`config.mk`:
```
export PLATFORM = sky130hd
export DESIGN_NAME = burst_addr_frontend
export DESIGN_NICKNAME = d
export VERILOG_FILES = /design/src/rtl/burst_pkg.sv /design/src/rtl/burst_load_decode.sv /design/src/rtl/burst_beat_counter.sv /design/src/rtl/burst_order_map.sv /design/src/rtl/burst_addr_frontend.sv
export SDC_FILE = /design/constraint.sdc
export NUM_CORES = 1
export LEC_CHECK = 0
export ABC_AREA = 1
export BUFFER_PORTS_ARGS = -buffer_cell sky130_fd_sc_hd__buf_2
export CAP_MARGIN = 10
export CORE_ASPECT_RATIO = 1.4
export CORE_MARGIN = 2
export CORE_UTILIZATION = 40
export CTS_BUF_LIST = sky130_fd_sc_hd__clkbuf_2
export CTS_CLUSTER_DIAMETER = 80
export CTS_CLUSTER_SIZE = 30
export DETAILED_ROUTE_END_ITERATION = 12
export GPL_TIMING_DRIVEN = 0
export MAX_ROUTING_LAYER = met4
export PLACE_DENSITY = 0.75
export SYNTH_ARGS = -nofsm -noshare
export SYNTH_HDL_FRONTEND = slang
export SYNTH_HIERARCHICAL = 1
export SYNTH_SLANG_ARGS = --single-unit
```
`constraint.sdc`:
```
create_clock -name clk -period 1.4 [get_ports clk]
set_clock_uncertainty 0.15 [all_clocks]
set_input_delay 0.07 -clock clk [delete_from_list [all_inputs] [get_ports clk]]
set_output_delay 0.07 -clock clk [all_outputs]
set_load 0.01 [all_outputs]
```
`src/rtl/burst_pkg.sv`:
```
package burst_pkg;
  typedef enum logic {
    ORD_LINEAR     = 1'b0,
    ORD_INTERLEAVE = 1'b1
  } burst_order_e;

  typedef enum logic [1:0] {
    ACT_HOLD    = 2'd0,
    ACT_LOAD    = 2'd1,
    ACT_ADVANCE = 2'd2
  } burst_act_e;
endpackage

```
`src/rtl/burst_load_decode.sv`:
```
module burst_load_decode
  import burst_pkg::*;
(
  input  logic       ld_ctl_n,
  input  logic       ld_cpu_n,
  input  logic       ce_n,
  input  logic       sel_hi,
  input  logic       sel_lo_n,
  input  logic       adv_n,
  output burst_act_e act
);
  logic side_sel;
  logic ctl_hit;
  logic cpu_hit;

  always_comb begin
    side_sel = sel_hi & ~sel_lo_n;
    ctl_hit  = ~ld_ctl_n & side_sel;
    cpu_hit  = ~ld_cpu_n & ~ce_n & side_sel;
    if (ctl_hit || cpu_hit)
      act = ACT_LOAD;
    else if (!adv_n)
      act = ACT_ADVANCE;
    else
      act = ACT_HOLD;
  end
endmodule

```
`src/rtl/burst_beat_counter.sv`:
```
module burst_beat_counter
  import burst_pkg::*;
#(
  parameter int ADDR_W  = 15,
  parameter int BURST_W = 2
) (
  input  logic              clk,
  input  logic              rst_n,
  input  burst_act_e        act,
  input  logic [ADDR_W-1:0] addr_in,
  output logic [ADDR_W-1:0] base_q,
  output logic [BURST_W-1:0] beat_q
);
  always_ff @(posedge clk) begin
    if (!rst_n) begin
      base_q <= '0;
      beat_q <= '0;
    end else begin
      unique case (act)
        ACT_LOAD: begin
          base_q <= addr_in;
          beat_q <= '0;
        end
        ACT_ADVANCE: beat_q <= beat_q + 1'b1;
        default: begin
          base_q <= base_q;
          beat_q <= beat_q;
        end
      endcase
    end
  end
endmodule

```
`src/rtl/burst_order_map.sv`:
```
module burst_order_map
  import burst_pkg::*;
#(
  parameter int ADDR_W  = 15,
  parameter int BURST_W = 2
) (
  input  logic [ADDR_W-1:0]  base_q,
  input  logic [BURST_W-1:0] beat_q,
  input  burst_order_e       order,
  output logic [ADDR_W-1:0]  word_addr
);
  localparam int UPPER_W = ADDR_W - BURST_W;

  logic [BURST_W-1:0] low_lin;
  logic [BURST_W-1:0] low_il;
  logic [BURST_W-1:0] low_sel;

  assign low_lin = base_q[BURST_W-1:0] + beat_q;

  genvar gb;
  generate
    for (gb = 0; gb < BURST_W; gb++) begin : g_il_bit
      assign low_il[gb] = base_q[gb] ^ beat_q[gb];
    end
  endgenerate

  always_comb begin
    low_sel = (order == ORD_INTERLEAVE) ? low_il : low_lin;
  end

  assign word_addr = {base_q[ADDR_W-1 -: UPPER_W], low_sel};
endmodule

```
`src/rtl/burst_addr_frontend.sv`:
```
module burst_addr_frontend
  import burst_pkg::*;
#(
  parameter int ADDR_W  = 15,
  parameter int BURST_W = 2
) (
  input  logic              clk,
  input  logic              rst_n,
  input  logic [ADDR_W-1:0] addr_in,
  input  logic              ld_ctl_n,
  input  logic              ld_cpu_n,
  input  logic              ce_n,
  input  logic              sel_hi,
  input  logic              sel_lo_n,
  input  logic              adv_n,
  input  logic              order_il,
  output logic [ADDR_W-1:0] word_addr
);
  burst_act_e         act;
  logic [ADDR_W-1:0]  base_q;
  logic [BURST_W-1:0] beat_q;
  burst_order_e       order;

  assign order = burst_order_e'(order_il);

  burst_load_decode u_dec (
    .ld_ctl_n (ld_ctl_n),
    .ld_cpu_n (ld_cpu_n),
    .ce_n     (ce_n),
    .sel_hi   (sel_hi),
    .sel_lo_n (sel_lo_n),
    .adv_n    (adv_n),
    .act      (act)
  );

  burst_beat_counter #(.ADDR_W(ADDR_W), .BURST_W(BURST_W)) u_cnt (
    .clk     (clk),
    .rst_n   (rst_n),
    .act     (act),
    .addr_in (addr_in),
    .base_q  (base_q),
    .beat_q  (beat_q)
  );

  burst_order_map #(.ADDR_W(ADDR_W), .BURST_W(BURST_W)) u_map (
    .base_q    (base_q),
    .beat_q    (beat_q),
    .order     (order),
    .word_addr (word_addr)
  );
endmodule

```
-- Word-level counts from Yosys, hierarchy flattened
Index checks and enable logic that the tools add are counted.
- multiply operators: 0
- add/subtract/negate cells: 2
- shifts and indexed selects: 0
- reductions and logical operators: 2
- mux-type cells: 4
- magnitude comparators: 0
- divide/modulo/power cells: 0
- bitwise logic cells: 10
- equal/unequal tests: 2
- operator list (cell ; number):
    2-bit two-way mux ; 3
    1-bit AND ; 4
    1-bit NOT ; 4
    2-bit one-hot mux with 2 select lines ; 1
    2-bit by 1-bit adder with 2-bit output (second input constant) ; 1
    2-bit adder ; 1
    2-bit by 1-bit equality test with 1-bit output (second input constant) ; 1
    2-bit equality test (second input constant) ; 1
    2-bit nonzero test ; 1
    1-bit XOR ; 2
    1-bit logical OR ; 1
- logic and storage cells: 22
- input bits: 24
- register bits: 17
- output and inout port bits: 15
- memories kept: 0
- bits in writable memories: 0
- bits in latches: 0
- memory bits (read-only): 0

-- Logic depth before layout (Yosys ltp)
- depth in word-level cells: 7
- gate-level depth with buffers: 10
- mapped depth without buffers: 10

-- Cells and area by module
The synthesis kept the hierarchy.
- by module, submodules not included (module ; cells each ; sequential area each (µm²) ; area each (µm²) ; times used):
    burst_beat_counter ; 80 ; 340.3 ; 633.1 ; 1
    burst_order_map ; 28 ; 0.0 ; 165.2 ; 1
    burst_load_decode ; 5 ; 0.0 ; 27.5 ; 1

-- Worst setup path after synthesis
Ideal clock, no wire load.
- path kind: input -> register
- start: input port ce_n
- end: register u_cnt.beat_q[0]
- path buffers: 0
- required time: 1.129 ns
- path slack: 0.175 ns
- stages: 6
- arrival time: 0.954 ns
- setup time: 0.121 ns
- path through: o21ai_2 and2_1 inv_1 ha_1 o21ai_0 nor2_1
- word-level cells in the longest chain between the ends: 7
- elaborated cells on any way between the ends: 9
- those cells by class: 2 x eq/ne; 2 x mux; 3 x bitwise; 2 x reduce/logical
- ends and longest elaborated chain (what ; line ; RTL):
    from (decl) ; burst_addr_frontend.sv:12 ; input logic ce_n,
    1-bit NOT * ; burst_load_decode.sv:19 ; cpu_hit = ~ld_cpu_n & ~ce_n & side_sel;
    1-bit AND * (2 in series) ; burst_load_decode.sv:19 ;
    1-bit logical OR * ; burst_load_decode.sv:20 ; if (ctl_hit || cpu_hit)
    2-bit two-way mux * ; burst_load_decode.sv:20 ;
    via act[0] ; burst_addr_frontend.sv:19 ; burst_act_e act;
    2-bit equality test or 2-bit by 1-bit equality test with 1-bit output (tied branches) ; burst_beat_counter.sv:19 ; unique case (act)
    2-bit one-hot mux with 2 select lines or 2-bit nonzero test (tied branches) ; -- ;
    to (signal assigned) ; burst_beat_counter.sv:24 ; ACT_ADVANCE: beat_q <= beat_q + 1'b1;
    to (signal assigned) ; burst_beat_counter.sv:27 ; beat_q <= beat_q;
    to (decl) ; burst_beat_counter.sv:12 ; output logic [BURST_W-1:0] beat_q
The timed path passes the listed nets; every way through them passes the cells marked *.
A chain may end at the register's enable or synchronous reset.

-- Final worst setup path
- start: register u_cnt.base_q[0]
- end: output port word_addr[1]
- word-level cells in the longest chain between the ends: 2
- ends and longest elaborated chain (what ; line ; RTL):
    from (decl) ; burst_beat_counter.sv:11 ; output logic [ADDR_W-1:0] base_q,
    from (signal assigned) ; burst_beat_counter.sv:21 ; base_q <= addr_in;
    from (signal assigned) ; burst_beat_counter.sv:26 ; base_q <= base_q;
    2-bit adder ; burst_order_map.sv:18 ; assign low_lin = base_q[BURST_W-1:0] + beat_q;
    2-bit two-way mux ; burst_order_map.sv:28 ; low_sel = (order == ORD_INTERLEAVE) ? low_il : low_lin;
    to (decl) ; burst_addr_frontend.sv:17 ; output logic [ADDR_W-1:0] word_addr
No other way between the ends.

==> results.yml <==
run_status:
  outcome: "finished, final reports clean"
critical_path:
  crit_required_ns: 1.18
  worstSetupPathType: "flip-flop to primary output"
  crit_path_end_kind: "primary output"
  r2r_end: "u_cnt/beat_q[0]$_SDFFE_PN0P_"
  start_kind: "flip-flop"
  crit_start: "u_cnt/base_q[0]$_SDFFE_PN0N_"
  worstReg2RegStart: "u_cnt/beat_q[0]$_SDFFE_PN0P_"
  r2r_slack_ns: 0.46
  crit_fanout: 2
  rr_worst_depth: 3
  crit_arrival_ns: 1.17
logic_synthesis:
  synth_enable_flop_cells: 0
  synth-seq-area-share_pct: 41.2
  syn_inst: 113
  netlist_top_cells_count: "34 x nor2_1, 17 x dfxtp_1, 14 x buf_4, 14 x o21ai_0, 10 x inv_1"
  synth_seq_cells: 17
  postSynthAreaPerCell_um2: 7.31
  ys_types: 16
  synth_area_um2: 826
  async_flop_share_pct: 0
  yosysMostFrequentCell: "nor2_1"
  yosys.area.top_type_share_pct: 41.2
  synth_top_area_cell: "dfxtp_1"
  yosysWarnings: 6
  synth.area.top_cells: "dfxtp_1 41%, nor2_1 15%, buf_4 13%"
  syn_nets: 140
  synth_ff_type: "dfxtp_1"
grt:
  overflow: 0
  first_global_vias: 908
  grt_max_degree: 11
  grt_util_all_layers_pct: 19.6
  grt_util_met1_pct: 18.2
  grt_busiest_layer: "met2"
  grt_util_met2_pct: 39.1
  antenna_found_initial: 0
  grt_pass1_wl_mm: 3.59
  grt_use_met3_pct: 2.18
clocking:
  clock_latency_ns: 0.28
  cts-root-buf: "clkbuf_2"
  cts_max_path_buffers: 2
  cts_sinks: 17
  htreeDepth: 1
  cts_tree: "yes"
  path_clk_slew_ns: 0.16
  cts_buffers: 3
floorplanning:
  start_util_pct: 42.4
  dieArea_mm2: 0.00245
  die_w_um: 42.4
  die-height_um: 57.8
  fp-row-count: 19
  coreArea_mm2: 0.00195
  ios: 39
place:
  dp_slack_ns: -0.0632
  portBuffers: 38
  place_congestion: 0.751
  hpwl_mm: 1.29
  place_area_mm2: 0.00104
  place_inst: 172
flow_run:
  maxCapViolCount: 0
power:
  total_power_uw: 971
  p_per_area_mw_per_mm2: 780
  power_switching_uw: 266
  p_int_uw: 705
  ir_worst_vdd_v: 0.000469
  p_leak_nw: 0.686
  power.share.switching_pct: 27.4
  comb_power_share_pct: 23.3
  p_clk_share_pct: 22.2
  pwr-share-seq_pct: 54.5
finish:
  nets: 200
  finalInstanceArea_mm2: 0.00124
  nFillCells: 169
  postLayoutCoreUtil_pct: 63.9
  syn_to_final_growth_pct: 50.8
  multi_input_area_um2: 335
  fin_cells: 193
  diodes: 0
  drive_gt1_share_pct: 37.8
  ff_latch_area_um2: 343
sta:
  hold_viol: 0
  finalSetupViolCount: 0
  relSlewSlack_pct: 79.1
  worst_slack_ns: 0.00678
  fmax_mhz: 718
  slew_violations: 0
  rsz0062_at_grt: "yes"
  period_needed_ns: 1.39
  finalCritPeriodShare_pct: 99.5
  worstMarginPinSlew_ns: 0.310
drt:
  drc: 0
  route.vias.total: 884
  antenna_left: 0
  postRouteWirelength_mm: 2.04
  drt_pass1_iterations: 4
  viasPerCell: 4.58
  drt_first_iter_violations: 15
  drt-wirelength-per-cell_um: 10.6
hold_path:
  hold_start: "adv_n"
  hold_depth: 5
  min_to: "u_cnt/beat_q[0]$_SDFFE_PN0P_"
  hp-class: "input port to flip-flop"
-- critical path, stage by stage (launching register included) --
cell and delay (ns):
dfxtp_2 0.38, ha_4 0.14, inv_2 0.03, nor2_1 0.07, nand3_1 0.07, nand2_1 0.06
inv_1 0.03, buf_2 0.12
-- through the flow --
| step | setup TNS [ns] | hold WS [ns] |
|---|---|---|
| 3_3_place_gp | -0.0376 | 0.141 |
| 3_5_place_dp | -0.474 | 0.156 |
| 6_report | 0 | 0.252 |
| 2_1_floorplan | 0 | 0.0549 |
| 5_1_grt | -0.0988 | 0.264 |
| 4_1_cts | -0.0507 | 0.217 |
-- routing by layer --
| layer | routed length (µm) | up-vias |
|---|---|---|
| met2 | 1090 | 31 |
| met3 | 95 | 6 |
| li1 | - | 454 |
| met4 | 47 | 0 |
| met5 | 0 | - |
| met1 | 806 | 393 |
-- power groups by stage --
stage | sequential (mW) | combinational [mW] | clock [mW]
after floorplan | 0.534 | 0.110 | 0
after global placement | 0.536 | 0.173 | 0
after detailed placement | 0.538 | 0.178 | 0
after CTS | 0.529 | 0.222 | 0.227
after global routing | 0.533 | 0.254 | 0.254
final | 0.529 | 0.226 | 0.216
-- cell families after synthesis --
logic type,share of synthesized area [%]
AND/OR/NAND/NOR,22.1
adder cells (fa/ha/maj),4.55
XOR/XNOR,1.06
buffers and inverters,19.7
flip-flops,41.2
AO/OA/AOI/OAI,11.4
-- final cells by class --
type | count | share of cell area [%]
plain buffers | 16 | 9.75
clock inverters | 1 | 0.402
clock buffers | 3 | 1.21
flip-flops and latches | 17 | 27.5
repair buffers | 55 | 28.7
multi-input cells | 69 | 26.9
inverters | 11 | 3.32
well taps | 21 | 2.11
-- sequential cells by signal, indices dropped and copies added (netlist names) --
| name | flops |
|---|---|
| u_cnt/base_q | 15 |
| u_cnt/beat_q | 2 |
-- cell usage in the layout, fill, tap and decap left out --
cell            n
buf_4          15
buf_6           1
ha_1            2
dfxtp_1        15
o21ai_2         1
o21ai_1         2
inv_1           9
xor2_1          1
o21ai_0        14
nand3_1         3
nor2_1         34
and2_1          1
buf_2          39
clkinv_2        1
clkbuf_2        3
a21oi_1         1
dlygate4sd3_1  16
ha_4            1
nand2_1         9
inv_2           2
dfxtp_2         2
-- worst max path at each step --
stage	end	slack [ns]	cells past startpoint
after floorplan	u_cnt/beat_q[0]$_SDFFE_PN0P_	0.17	6
after global placement	u_cnt/beat_q[0]$_SDFFE_PN0P_	-0.01	7
after detailed placement	u_cnt/base_q[11]$_SDFFE_PN0N_	-0.06	9
after CTS	word_addr[1]	-0.05	7
after global routing	word_addr[1]	-0.1	7
final	word_addr[1]	0.007	7
-- repair_timing --
action                                 in CTS  in global routing
buffers inserted                            1                  0
setup endpoints to repair                   1                  1
resized for setup                           5                  0
endpoints found under the hold margin      17                  0
hold buffers                               16                  0
pin swaps                                   3                  3
(Power assumes the default switching activity.)
